<file path="config.mk">
export PLATFORM = sky130hd
export DESIGN_NAME = store_merge_buf
export DESIGN_NICKNAME = d
export VERILOG_FILES = /design/src/rtl/store_merge_buf.sv
export SDC_FILE = /design/constraint.sdc
export NUM_CORES = 1
export LEC_CHECK = 0
export CORE_MARGIN = 5
export CORE_UTILIZATION = 58
export DETAILED_ROUTE_END_ITERATION = 10
export DONT_BUFFER_PORTS = 1
export HOLD_SLACK_MARGIN = 0.02
export PLACE_DENSITY = 0.74
export RECOVER_POWER = 100
export SLEW_MARGIN = 20
export SYNTH_ARGS = -nofsm -noshare
export SYNTH_HDL_FRONTEND = slang
export SYNTH_SLANG_ARGS = --single-unit
</file>
<file path="constraint.sdc">
create_clock -name clk -period 1.8 [get_ports clk]
set_input_delay 0.18 -clock clk [delete_from_list [all_inputs] [get_ports clk]]
set_output_delay 0.18 -clock clk [all_outputs]
set_load 0.005 [all_outputs]
</file>
<file path="src/rtl/store_merge_buf.sv">
module store_merge_buf #(
  parameter int ADDR_W  = 32,
  parameter int TIMEOUT = 16
) (
  input  logic              clk,
  input  logic              rst_n,
  input  logic              st_valid,
  output logic              st_ready,
  input  logic [ADDR_W-1:0] st_addr,
  input  logic [3:0]        st_be,
  input  logic [31:0]       st_data,
  input  logic              bar_req,
  output logic              bar_done,
  output logic              mem_valid,
  input  logic              mem_ready,
  output logic [ADDR_W-1:0] mem_addr,
  output logic [3:0]        mem_strb,
  output logic [31:0]       mem_data
);
  localparam int LANES  = 4;
  localparam int WORD_W = ADDR_W - 2;
  localparam int TMR_W  = (TIMEOUT > 1) ? $clog2(TIMEOUT) : 1;
  localparam logic [TMR_W-1:0] TMR_LAST = TMR_W'(TIMEOUT - 1);

  logic [WORD_W-1:0] ent_word, n_word;
  logic [31:0]       ent_data, n_data;
  logic [3:0]        ent_mask, n_mask;
  logic [TMR_W-1:0]  ent_tmr, n_tmr;
  logic              n_ov;
  logic [ADDR_W-1:0] n_oaddr;
  logic [3:0]        n_ostrb;
  logic [31:0]       n_odata;

  logic [WORD_W-1:0] st_word;
  logic [31:0]       mrg_data, new_data;
  logic              out_free, acc, held, hit, miss, expired;

  assign st_word  = st_addr[ADDR_W-1:2];
  assign out_free = !mem_valid || mem_ready;
  assign st_ready = out_free && !bar_req;
  assign acc      = st_valid && st_ready;
  assign held     = ent_mask != 4'h0;
  assign hit      = held && (ent_word == st_word);
  assign miss     = held && !hit;
  assign expired  = held && (ent_tmr == TMR_LAST);
  assign bar_done = bar_req && !held && !mem_valid;

  for (genvar i = 0; i < LANES; i++) begin : g_lane
    assign mrg_data[8*i +: 8] = st_be[i] ? st_data[8*i +: 8] : ent_data[8*i +: 8];
    assign new_data[8*i +: 8] = st_be[i] ? st_data[8*i +: 8] : 8'h00;
  end

  always_comb begin
    n_word  = ent_word;
    n_data  = ent_data;
    n_mask  = ent_mask;
    n_tmr   = (held && ent_tmr != TMR_LAST) ? ent_tmr + 1'b1 : ent_tmr;
    n_ov    = mem_valid;
    n_oaddr = mem_addr;
    n_ostrb = mem_strb;
    n_odata = mem_data;
    if (out_free) begin
      n_ov = 1'b0;
      if (acc && miss) begin
        n_ov    = 1'b1;
        n_oaddr = {ent_word, 2'b00};
        n_ostrb = ent_mask;
        n_odata = ent_data;
        n_word  = st_word;
        n_data  = new_data;
        n_mask  = st_be;
        n_tmr   = '0;
      end else begin
        if (acc) begin
          n_word = st_word;
          n_data = mrg_data;
          n_mask = ent_mask | st_be;
          if (!held) n_tmr = '0;
        end
        if (n_mask != 4'h0 && (n_mask == 4'hF || bar_req || expired)) begin
          n_ov    = 1'b1;
          n_oaddr = {n_word, 2'b00};
          n_ostrb = n_mask;
          n_odata = n_data;
          n_mask  = 4'h0;
          n_tmr   = '0;
        end
      end
    end
  end

  always_ff @(posedge clk) begin
    if (!rst_n) begin
      ent_word  <= '0;
      ent_data  <= '0;
      ent_mask  <= '0;
      ent_tmr   <= '0;
      mem_valid <= 1'b0;
      mem_addr  <= '0;
      mem_strb  <= '0;
      mem_data  <= '0;
    end else begin
      ent_word  <= n_word;
      ent_data  <= n_data;
      ent_mask  <= n_mask;
      ent_tmr   <= n_tmr;
      mem_valid <= n_ov;
      mem_addr  <= n_oaddr;
      mem_strb  <= n_ostrb;
      mem_data  <= n_odata;
    end
  end

  AST_HOLD_STALLED: assert property (@(posedge clk) disable iff (!rst_n)
    mem_valid && !mem_ready |=> mem_valid && $stable(mem_addr) && $stable(mem_data) && $stable(mem_strb));
  AST_STROBE_NONZERO: assert property (@(posedge clk) disable iff (!rst_n)
    mem_valid |-> mem_strb != 4'h0);
  AST_BARRIER_FLUSH: assert property (@(posedge clk) disable iff (!rst_n)
    bar_req && held && out_free |=> mem_valid && mem_strb == $past(ent_mask));
  AST_FULL_NOW: assert property (@(posedge clk) disable iff (!rst_n)
    acc && !miss && ((ent_mask | st_be) == 4'hF) |=> mem_valid && mem_strb == 4'hF);
  AST_TIMER_IDLE: assert property (@(posedge clk) disable iff (!rst_n)
    !held |=> (ent_mask == 4'h0) || (ent_tmr == '0));
endmodule

</file>
# --- After elaboration in Yosys (flattened, before gate mapping) ---
# Index checks and enable logic that the tools add are counted.
word_totals:
  ff_bits: 139
  latchBits: 0
  mem_bits_rw: 0
  romBits: 0
  in_bits: 73
  output_inout_bits: 71
  word_cells: 66
  memories: 0
classes:
  n_addsub: 1
  multipliers: 0
  n_div: 0
  n_lt_le_gt_ge: 0
  eq_ne: 4
  shifts: 0
  muxes: 31
  bitwise: 1
  reduce_logical: 21
ops:
  columns: ["cell", "n"]
  rows:
  - ["$mux W32", 6]
  - ["$mux W8", 8]
  - ["$mux W30", 2]
  - ["$mux W4", 13]
  - ["$eq A30 B30 Y1", 1]
  - ["$logic_and A1 B1 Y1", 10]
  - ["$eq A4 B4 Y1 const B", 2]
  - ["$reduce_bool A4 Y1", 2]
  - ["$add A4 B1 Y4 const B", 1]
  - ["$logic_not A1 Y1", 4]
  - ["$ne A4 B4 Y1 const B", 1]
  - ["$or A4 B4 Y4", 1]
  - ["$logic_or A1 B1 Y1", 3]
  - ["$mux W1", 2]
  - ["$reduce_and A2 Y1", 1]
  - ["$reduce_bool A2 Y1", 1]

# --- Logic depth before layout (Yosys ltp) ---
# Gate-level depths: netlist (run 1).
depth:
  depth_word: 14
  ltp_mapped: 9
  mapped_depth_nobuf: 6

# --- Worst setup path after synthesis (run 1) ---
# Ideal clock, no wire load.
synth_timing:
  kind: "register to register"
  start: "register mem_valid"
  end: "register mem_addr[10]"
  setup_time_ns: 0.147
  t_arrival_ns: 1.806
  t_required_ns: 1.653
  path_slack_ns: -0.153
  path_stages_with_launch: 10
  n_path_buf: 3
  synth_period_minus_slack_ns: 1.953
  path_cell_list: "dfxtp_1 > nand2b_4 > buf_2 > a31oi_1 > nor4_2 > a31o_2 > buf_4 > buf_6 > a211oi_1 > a311oi_2"
synth_via:
  elab_chain_len: 13
  elab_cells_between_ends: 18
  cone_classes: "eq/ne (1); mux (6); reduce/logical (11)"
synth_rtl:
  columns: ["item", "line_no", "source"]
  rows:
  - ["start, declared", "14", "output logic mem_valid,"]
  - ["start signal, assigned", "107", "mem_valid <= n_ov;"]
  - ["$logic_not A1 Y1 (*)", "39", "assign out_free = !mem_valid || mem_ready;"]
  - ["$logic_or A1 B1 Y1 (*)", "39", null]
  - ["$logic_and A1 B1 Y1", "40", "assign st_ready = out_free && !bar_req;"]
  - ["$logic_and A1 B1 Y1", "41", "assign acc = st_valid && st_ready;"]
  - ["$mux W4", "74", "if (acc) begin"]
  - ["$mux W4", "64", "if (acc && miss) begin"]
  - ["$mux W4", "62", "if (out_free) begin"]
  - ["$eq A4 B4 Y1", "80", "if (n_mask != 4'h0 && (n_mask == 4'hF || bar_req || expired)) begin"]
  - ["$logic_or A1 B1 Y1 (2 in series)", "80", null]
  - ["$logic_and A1 B1 Y1", "80", null]
  - ["$reduce_bool A2 Y1 (no source line)", null, null]
  - ["$reduce_and A2 Y1 (no source line)", null, null]
  - ["end signal, assigned", "108", "mem_addr <= n_oaddr;"]
  - ["end, declared", "16", "output logic [ADDR_W-1:0] mem_addr,"]
# Mark *: on every way between the ends. The rest lies on a longest branch, timed or not. The select of a mux whose other input is x is not followed.
# A chain may end at the register's enable or synchronous reset.

# --- Worst setup path after layout (run 1) ---
layout_timing:
  start: "register mem_valid"
  end: "register mem_addr[11]"
# The elaborated chain is that of the path after synthesis.

==> metrics.md, run 1 <==
| Metric | Value |
|---|---|
| Root buf cell | `clkbuf_16` |
| Sink Count | `137` |
| Setup WS post-layout | `-516 ps` |
| Max-cap violation count | `0` |
| Final Max Slew Viols | `0` |
| Worst hold start | `rst_n` |
| Netlist cell types | `40` |
| Hold endpoint | `mem_strb[1]` |
| Clk pwr share | `about 30%` |
| Post-synthesis area per instance | `8.84 um^2` |
| Row count | `39` |
| Mapped Cells | `782` |
| Initial antenna violation count | `1` |
| Worst R2R Setup Slack | `-520 ps` |
| Worst EP arrival | `between 2000 and 3000 ps` |
| Cell Chain, Critical Path | `nand2b_4 -> a31oi_4 -> o41ai_4 -> a32oi_4 -> a21oi_4 -> buf_12 -> buf_8 -> clkbuf_16 -> a311oi_2` |
| RSZ-0062 raised after global routing | `true` |
| Port Buf Inserts | `0` |
| Worst R2R End | `mem_addr[11]` |
| Max VDD drop | `approximately 0.77 mV` |
| Gr usage total | `32.1%` |
| Min-Delay Path Class | `in -> reg` |
| Failing checks | `negative setup slack` |
| Max Fclk | `432 MHz` |
| Setup CP Type | `reg -> reg` |
| Wire length per cell | `between 20 and 30 um` |
| Slowest stage delay, CP | `roughly 570 ps` |
| CTS tree | `yes` |
| Pre-CTS setup slack | `-413 ps` |
| Placer Congestion | `0.882` |
| 1st-iter DRT viols | `1158` |
| Layout cells sized above 1 | `40.6%` |
| Rel. slew slack | `53.4%` |
| Critical path launch point type | `register` |
| Worst skew pair latency | `430 ps` |
| Grt total ovfl | `0` |
| Post-synth EDFFs | `0` |
| Num CTS Buffers | `17` |
| Die H | `119 um` |
| Post-route ant nets | `0` |
| Deepest clock path buffer count | `2` |
| Worst-path clk slew | `60 ps` |
| Via/cell ratio | `7.46` |
| P_leak | `3.42 nW` |
| Initial Util | `59.8%` |
| Status | `finished, violations left` |
| Tot Pwr | `10.9 mW` |
| Area Growth Syn to Fin | `49.4%` |
| Commonest non-fill, non-tap cells in the layout | `123 x dfxtp_1, 103 x nand2_1, 63 x dlygate4sd3_1, 62 x buf_4, 60 x a311oi_2` |
| Final hold viol count | `0` |
| R2r worst-path depth | `9` |
| Vias in the first global route | `6963` |
| DP Wirelength | `13400 um` |
| Tcrit/Tclk final | `129%` |
| Sw Share | `33.5%` |
| Slowest cell on crit path | `o41ai_4` |
| Io pins | `144` |
| Commonest non-fill, non-tap cell in the layout | `dfxtp_1` |
| NumNets Final | `970` |
| Hold path cells | `3` |
| Core area | `0.0116 mm^2` |
| Max Fanout on Critical Path | `7` |
| Worst Tran Pin Value | `approximately 700 ps` |
| Req. time, crit path | `roughly 2100 ps` |
| Crit path capture type | `register` |
| Pwr/cell area | `1050 mW/mm^2` |
| Sequential share of power | `34.4%` |
| Launching point of the worst reg2reg path | `mem_valid` |
| Comb pwr share | `between 30% and 40%` |
| Post-synth ARST share | `0%` |
| Top FF cell, synth | `dfxtp_1` |
| Post-synthesis sequential area ratio | `39.7%` |
| YS warnings | `0` |
| Pre-Repair DR Iteration Count | `6` |
| Mapped cell area | `0.00691 mm^2` |
| Die Area | `roughly 0.014 mm^2` |
| DRC errors left | `0` |
| H-tree Lvls | `4` |
| DRT Wirelength | `29600 um` |
| Vias | `~8000` |
| Switching power | `3.63 mW` |
| Int Pwr | `around 7.2 mW` |
| Chip Width | `119 um` |
| First-pass GRT wire length | `roughly 37000 um` |
| Seq cells post-synth | `137` |
| # setup viols final | `120` |
| Largest net degree at the start of global routing | `87` |
| Crit path time final | `~2300 ps` |
| Clk_skew | `9.49 ps` |
-- power groups by stage --
| stage | sequential, mW | combinational [mW] | clock [mW] |
|---|---|---|---|
| finish | 3.73 | 3.81 | 3.31 |
| global route | 3.76 | 3.92 | 3.45 |
| CTS | 3.69 | 2.92 | 3.26 |
| detailed placement | 3.75 | 2.47 | 0 |
| global placement | 3.73 | 2.39 | 0 |
| floorplan | 3.65 | 1.85 | 0 |
-- registers in the layout, summed over array words and instances, names as in the netlist --
name       count
ent_word      30
ent_tmr        4
mem_data      32
mem_addr      30
mem_strb       4
ent_data      32
ent_mask       4
mem_valid      1
-- stage by stage --
step                      instances  hold WS (ps)  setup TNS, ps  utilization (%)  instance area [um^2]
after floorplan                 783           316          -4760                -                  7200
after global placement          912           317         -28160             66.9                  7740
after detailed placement        912           322         -30740             66.9                  7740
after CTS                      1025          85.4         -15430             81.6                  9440
after global routing           1053           135         -50310             89.3                 10300
final                          1053          97.2         -42070             89.3                 10300
-- kinds of logic (layout without fill, tap and decap cells) --
family	count (synthesis)	in the layout	share of synthesized area (%)
DFF	137	137	39.7
buffers and inverters	93	219	7.24
xor gates and xnor gates	30	30	3.80
AOI/OAI and AO/OA	286	286	32.9
other	1	3	0.0543
adders and majority gates	1	1	0.181
and+or+nand+nor	234	234	16.1
-- worst max path at each step --
stage                     depth (start not counted)          from            to  slack (ps)
after floorplan                                   7   ent_mask[0]  mem_addr[10]         -80
after global routing                              9  ent_word[10]  mem_addr[26]        -590
final                                             9     mem_valid  mem_addr[11]        -520
after detailed placement                          7  ent_word[19]  mem_data[27]        -410
after global placement                            7  ent_word[19]  mem_data[24]        -370
after CTS                                         7     mem_valid  mem_data[26]        -250
-- critical path, delay by kind of cell, from the launching register on --
kind	cells	cell delay, ps
compound gates	5	1200
buf+inv	3	460
flops	1	340
simple gates	1	160
-- Yosys cell counts (3+ instances only) --
master / n / area (um^2)
a211oi_1: 69 / 518
a21o_1: 3 / 22.5
a21oi_1: 70 / 350
a311oi_2: 60 / 901
a31o_2: 3 / 26.3
a31oi_1: 5 / 31.3
and3_1: 5 / 31.3
buf_1: 6 / 22.5
buf_2: 16 / 80.1
buf_4: 7 / 52.6
buf_6: 14 / 158
clkbuf_1: 49 / 184
dfxtp_1: 137 / 2740
nand2_1: 104 / 390
nand3_1: 97 / 485
nand4_1: 7 / 43.8
nor2_1: 3 / 11.3
nor4_2: 4 / 50.1
o21ai_0: 65 / 325
xnor2_1: 30 / 263
-- timing repair --
| action | in CTS | in global routing |
|---|---|---|
| gates resized for setup | 68 | 87 |
| gates cloned | 4 | 16 |
| hold buffers | 63 | 0 |
| endpoints found under the setup margin | 108 | 131 |
| pin swaps | 29 | 59 |
| endpoints found under the hold margin | 130 | 0 |
| buffers inserted | 15 | 13 |
-- layer usage --
| metal | vias up | global-route usage [%] | part of all wire (%) |
|---|---|---|---|
| met4 | 0 | 14.7 | 7.0 |
| met3 | 228 | 9.34 | 12 |
| li1 | 3169 | - | - |
| met1 | 3785 | 38.9 | 34 |
| met5 | - | 0 | 0 |
| met2 | 671 | 52.6 | 47 |
-- area by class of cell --
type                       count  area, um^2
multi-input combinational    553        4500
inverter                       1        6.26
fill                         457        1240
clock inverter                10        75.1
sequential                   137        2760
timing repair buffer         186        2320
clock buffer                  22         474
tap                          143         179
antenna                        1        2.50
Note: power is estimated with default switching activity, not from simulation.
==> run 2, diff against run 1 <==
--- a/config.mk
+++ b/config.mk
@@ -5,6 +5,7 @@
 export SDC_FILE = /design/constraint.sdc
 export NUM_CORES = 1
 export LEC_CHECK = 0
+export ABC_AREA = 1
 export CORE_MARGIN = 5
 export CORE_UTILIZATION = 58
 export DETAILED_ROUTE_END_ITERATION = 10
==> run 2 against run 1 <==
Effect of this change:
- the run still ends with negative setup slack left
- first-iteration DRC count fell by 54%
- count of clock-buffer cells in the layout rose by 3
- non-clock buffer count fell by 69
- register-to-register slack improved by 330 ps
- wire length fell by 35%
- sequential share of layout area rose by 3.2 points
- clock power fell by 5%
==> metrics.md, run 2 <==
| Metric | Value |
|---|---|
| Initial Util | `58.9% (-0.86 points)` |
| Commonest non-fill, non-tap cell in the layout | `nand2_1` |
| Chip Width | `120 um (+0.69%)` |
| Crit path capture type | `register` |
| Port Buf Inserts | `0 (unchanged)` |
| DRC errors left | `0 (unchanged)` |
| Root buf cell | `clkbuf_16` |
| Req. time, crit path | `2100 ps (about the same)` |
| Final hold viol count | `0 (unchanged)` |
| Failing checks | `negative setup slack` |
| Mapped Cells | `1147 (+47%)` |
| Dpl cell area | `0.00727 mm^2 (-6.1%)` |
| NumNets Final | `1303 (+34%)` |
| GR Util met1 | `30.7% (-8.3 points)` |
| Max VDD drop | `0.706 mV (-8.8%)` |
| Post-synthesis sequential area ratio | `39.1% (-0.59 points)` |
| RSZ-0062 raised after global routing | `true` |
| Setup crit start | `mem_valid` |
| Min-Delay Path Class | `in -> reg` |
| Placer Congestion | `0.794 (-10%)` |
| Setup CP Type | `reg -> reg` |
| DP Wirelength | `10500 um (-22%)` |
| Initial antenna violation count | `0 (-1)` |
| Top Registers | `ent_data: 32 flops, mem_data: 32 flops` |
| Worst R2R End | `mem_data[12]` |
| Worst hold start | `mem_ready` |
| Max-cap violation count | `0 (unchanged)` |
| Status | `finished, violations left` |
| Die H | `120 um (+0.69%)` |
| Top FF cell, synth | `dfxtp_1` |
| CTS tree | `yes` |
| Crit path time final | `1990 ps (-330 ps)` |
| First-pass GRT wire length | `30300 um (-18%)` |
| Cell taking the most area after synthesis | `dfxtp_1` |
| Pwr/cell area | `1080 mW/mm^2 (+2.6%)` |
| Gr usage total | `25.5% (-6.6 points)` |
| Top-count cell post-synth | `nand2_1` |
| Sink Count | `137 (unchanged)` |
| Post-synthesis area per instance | `6.12 um^2 (-31%)` |
| N_diodes | `0 (-1)` |
| Worst R2R Setup Slack | `-190 ps (+330 ps)` |
| Mapped cell area | `0.00702 mm^2 (+1.5%)` |
| Core area | `0.0119 mm^2 (+3.0%)` |
| Netlist cell types | `27 (-33%)` |
| Worst-path clk slew | `60 ps (about the same)` |
| H-tree Lvls | `4 (unchanged)` |
| Worst skew pair latency | `410 ps (-20 ps)` |
| Deepest clock path buffer count | `2 (unchanged)` |
| Num CTS Buffers | `17 (unchanged)` |
| Hold path cells | `3 (unchanged)` |
| Worst EP arrival | `2280 ps (-330 ps)` |
| R2r worst-path depth | `14 (+5)` |
| GR Util met3 | `7.21% (-2.1 points)` |
| Grt total ovfl | `0 (unchanged)` |
| Design Area, Final | `0.00919 mm^2 (-11%)` |
| Via/cell ratio | `5.10 (-32%)` |
| Tot Pwr | `9.92 mW (-8.6%)` |
| Hold endpoint | `mem_valid` |
| Post-synth EDFFs | `0 (unchanged)` |
| Post-route ant nets | `0 (unchanged)` |
| Layout cells sized above 1 | `15.4% (-25 points)` |
| Placed cell count | `1274 (+40%)` |
| Post-synth ARST share | `0% (unchanged)` |
| Clk_skew | `7.02 ps (-2.47 ps)` |
| Final Max Slew Viols | `0 (unchanged)` |
| Post-route insts no fill | `1386 (+32%)` |
| Launching point of the worst reg2reg path | `mem_valid` |
| Io pins | `144 (unchanged)` |
| Commonest non-fill, non-tap cells in the layout | `308 x nand2_1, 178 x inv_1, 165 x nor2_1, 131 x dfxtp_1, 124 x o21ai_0` |
| Critical path launch point type | `register` |
| Pre-CTS setup slack | `-58.7 ps (+354 ps)` |
| Tcrit/Tclk final | `110% (-18 points)` |
| Max Fanout on Critical Path | `20 (+13)` |
| Vias | `7073 (-9.9%)` |
| DRT Wirelength | `19300 um (-35%)` |
| # setup viols final | `81 (-33%)` |
| Ranking of synthesized cells by area | `dfxtp_1 39%, nand2_1 19%, nor2_1 10%` |
| Pre-Repair DR Iteration Count | `6 (unchanged)` |
| 1st-iter DRT viols | `530 (-54%)` |
| Largest net degree at the start of global routing | `72 (-17%)` |
| P_leak | `4.35 nW (+27%)` |
| Row count | `40 (+2.6%)` |
| Max Fclk | `504 MHz (+17%)` |
| Vias in the first global route | `6554 (-5.9%)` |
| Seq cells post-synth | `137 (unchanged)` |
| Synth cell count leaders | `349 x nand2_1, 187 x nor2_1, 179 x inv_1` |
| Die Area | `0.0144 mm^2 (+1.4%)` |
| Layer carrying the most global-route usage | `met2` |
| Fin Setup TNS | `-5320 ps (+36740 ps)` |
| Met2 Usage GRT | `43.2% (-9.4 points)` |
| Area Growth Syn to Fin | `31.0%` |
| YS warnings | `0 (unchanged)` |
| Synth top area share | `39.1% (-0.59 points)` |
| Setup WS post-layout | `-185 ps (+330 ps)` |
| Hold slack | `33.7 ps (-63.5 ps)` |
| Wire length per cell | `13.9 um (-51%)` |
| Final Util | `77.2% (-12 points)` |
==> run 2: worst max path at each step <==
stage	to	slack, ps	cells after the start
2_1_floorplan	mem_addr[10]	160	14
3_3_place_gp	mem_addr[9]	-40	13
3_5_place_dp	mem_addr[25]	-60	15
4_1_cts	mem_addr[26]	-70	14
5_1_grt	mem_data[12]	-270	13
6_report	mem_data[12]	-190	14
==> run 2: layout make-up <==
class                   count  area (um^2)
fillers                   830         2720
inverters                 192          724
flip-flops and latches    137         2750
clock buffers              25          475
well taps                 147          184
clock inverters             4         45.0
multi-input cells         764         3600
repair buffers            117         1410
==> run 2: cells by family (layout without fill, tap and decap cells) <==
group	after synthesis	after routing	synth area share, %
and+or+nand+nor	568	568	31.5
buffers and inverters	247	338	14.2
AOI/OAI and AO/OA	173	173	12.4
DFF	137	137	39.1
xor gates and xnor gates	20	20	2.50
adders and majority gates	1	1	0.178
other	1	2	0.0535
==> run 2: per-layer routing <==
layer  up-vias  wire length (um)
met5         -                 0
met4         0               421
met3        45              1430
met2       236              9570
met1      3188              7830
li1       3604                 -
==> run 2: timing repair <==
action / in CTS / in global routing
hold buffers: 62 / 0
pin swaps: 11 / 27
endpoints found under the setup margin: 94 / 105
hold endpoints to repair: 130 / 0
gates cloned: 4 / 5
gates resized for setup: 50 / 89
buffers inserted: 6 / 8
==> run 2: worst max-delay path, cell delays in order, from the launching register on <==
cell and delay (ps):
dfxtp_4 350, inv_2 50, nor2_2 40, nor2_4 140
nand3_2 120, nand2_2 110, nand2_1 50, o21ai_1 120
nand2_1 100, nand2_4 110, nand2_8 100, buf_12 150
buf_16 150, nor2_1 180, nor2_1 90
==> run 2: report_power, final <==
group | internal (mW) | total (mW) | switching [mW]
Combinational | 1.34 | 3.00 | 1.66
Clock | 1.94 | 3.15 | 1.21
Sequential | 3.47 | 3.77 | 0.295
==> run 3, diff against run 2 <==
--- a/config.mk
+++ b/config.mk
@@ -13,6 +13,7 @@
 export HOLD_SLACK_MARGIN = 0.02
 export PLACE_DENSITY = 0.74
 export RECOVER_POWER = 100
+export SKIP_CTS_REPAIR_TIMING = 1
 export SLEW_MARGIN = 20
 export SYNTH_ARGS = -nofsm -noshare
 export SYNTH_HDL_FRONTEND = slang
==> run 3 against run 2 <==
Effect of this change:
- the run ends with negative hold slack, negative setup slack left
- non-clock buffer count fell by 14
- worst setup slack improved by 13 ps
- first-iteration DRC count rose by 7.2%
- wire length fell by 1.7%
- final cell count fell by 0.79%
- clock skew rose by 2.3 ps
- via count fell by 1.8%
- hold slack got worse by 160 ps
- combinational power fell by 4%
- largest cell class unchanged
- sequential share of layout area rose by 0.94 points
- largest power group unchanged
- flip-flop and latch count did not move
==> metrics.md, run 3 (synthesized netlist as in run 2, its figures left out) <==
| Metric | Value |
|---|---|
| Failing checks | `negative hold slack, negative setup slack` |
| Chip Width | `120 um (unchanged)` |
| Vias in the first global route | `5669 (-14%)` |
| Max VDD drop | `0.709 mV (+0.51%)` |
| Clk_skew | `9.32 ps (+2.30 ps)` |
| Setup CP Type | `reg -> reg` |
| Die Area | `0.0144 mm^2 (unchanged)` |
| N_diodes | `0 (unchanged)` |
| Commonest non-fill, non-tap cell in the layout | `nand2_1` |
| 1st-iter DRT viols | `568 (+7.2%)` |
| Fillers | `893 (+7.6%)` |
| Port Buf Inserts | `0 (unchanged)` |
| Req. time, crit path | `2140 ps (+40 ps)` |
| Initial antenna violation count | `0 (unchanged)` |
| DRC errors left | `0 (unchanged)` |
| Io pins | `144 (unchanged)` |
| Final hold viol count | `80 (+80)` |
| NumNets Final | `1292 (-0.84%)` |
| Vias | `6946 (-1.8%)` |
| Gr usage total | `21.5% (-4.0 points)` |
| Launching point of the worst reg2reg path | `mem_valid` |
| Status | `finished, violations left` |
| Setup WS post-layout | `-172 ps (+13.0 ps)` |
| CTS tree | `yes` |
| Area Growth Syn to Fin | `27.0%` |
| Wire length per cell | `13.8 um (-0.95%)` |
| Sink Count | `137 (unchanged)` |
| Placed cell count | `1274 (unchanged)` |
| Crit path capture type | `register` |
| Max Fanout on Critical Path | `10 (-50%)` |
| First-pass GRT wire length | `25700 um (-15%)` |
| Post-route ant nets | `0 (unchanged)` |
| Placer Congestion | `0.794 (unchanged)` |
| Row count | `40 (unchanged)` |
| Tcrit/Tclk final | `110% (-0.72 points)` |
| DRT Wirelength | `18900 um (-1.7%)` |
| Grt total ovfl | `0 (unchanged)` |
| Die H | `120 um (unchanged)` |
| Initial Util | `58.9% (unchanged)` |
| P_leak | `4.25 nW (-2.4%)` |
| Worst hold start | `rst_n` |
| DP Wirelength | `10500 um (unchanged)` |
| H-tree Lvls | `4 (unchanged)` |
| Crit path time final | `1970 ps (-13.0 ps)` |
| Post-route insts no fill | `1375 (-0.79%)` |
| Critical path launch point type | `register` |
| Layout cells sized above 1 | `13.1% (-2.3 points)` |
| Max Fclk | `507 MHz (+0.66%)` |
| Worst skew pair latency | `410 ps (about the same)` |
| Hold slack | `-127 ps (-161 ps)` |
| Worst EP arrival | `2310 ps (+30 ps)` |
| Commonest non-fill, non-tap cells in the layout | `328 x nand2_1, 177 x inv_1, 166 x nor2_1, 130 x o21ai_0, 130 x dfxtp_1` |
| Final Max Slew Viols | `0 (unchanged)` |
| Root buf cell | `clkbuf_16` |
| Top Registers | `ent_data: 32 flops, mem_data: 32 flops` |
| RSZ-0062 raised after global routing | `true` |
| Pre-Repair DR Iteration Count | `9 (+3)` |
| Tot Pwr | `9.78 mW (-1.4%)` |
| Via/cell ratio | `5.05 (-1.0%)` |
| Worst-path clk slew | `60 ps (about the same)` |
| Max-cap violation count | `0 (unchanged)` |
| Core area | `0.0119 mm^2 (unchanged)` |
| Largest net degree at the start of global routing | `74 (+2.8%)` |
| Pwr/cell area | `1100 mW/mm^2 (+1.8%)` |
| Num CTS Buffers | `17 (unchanged)` |
| # setup viols final | `67 (-17%)` |
| Setup crit start | `mem_valid` |
| Min-Delay Path Class | `in -> reg` |
| Deepest clock path buffer count | `2 (unchanged)` |
[run 3: critical path: stages, from the launching register on]
cell,delay [ps]
dfxtp_2,340
inv_2,50
nor2_2,40
nor2_4,190
nand3_2,110
nand2_2,110
nand2_1,70
o21ai_2,140
nand2_2,110
nand2_8,140
nand2_8,130
clkbuf_16,200
nand2_1,80
nand2_1,60
nor2_1,130
[run 3: through the flow]
stage / setup WS (ps) / area [um^2] / TNS, ps / utilization, %
final: -172 / 8910 / -4230 / 74.8
after global routing: -263 / 8910 / -14150 / 74.8
after CTS: -124 / 7790 / -4930 / 65.4
after detailed placement: -58.7 / 7270 / -3130 / 61.0
after global placement: -44.5 / 7270 / -2160 / 61.0
after floorplan: 160 / 7020 / 0 / -
[run 3: cell type report]
class                      count  area, um^2  area share (%)
clock buffer                  25         475            5.34
clock inverter                 4        45.0           0.506
inverter                     192         728            8.17
multi-input combinational    766        3530            39.6
sequential                   137        2750            30.9
tap                          147         184            2.06
timing repair buffer         103        1190            13.3
timing repair inverter         1        7.51          0.0843
[run 3: worst paths after layout]
check	slack, ps	depth (start not counted)	endpoint
setup / recovery	-170	14	mem_data[13]
hold / removal	-130	2	mem_data[14]
setup reg to reg	-170	14	mem_data[13]
hold reg to reg	510	2	mem_strb[0]
[run 3: power by group]
group	internal, mW	leakage [nW]	switching, mW	total (mW)
clock	1.94	0.257	1.20	3.14
sequential	3.47	1.13	0.298	3.77
combinational	1.27	2.86	1.61	2.87
total	6.68	4.25	3.11	9.78
[run 3: per-layer routing]
layer | share of wire [%] | vias up | GRT usage, %
met5 | 0 | - | 0
met4 | 2.1 | 0 | 7.59
met3 | 8.3 | 31 | 7.87
met2 | 48 | 245 | 36.1
met1 | 42 | 3078 | 25.3
li1 | - | 3592 | -
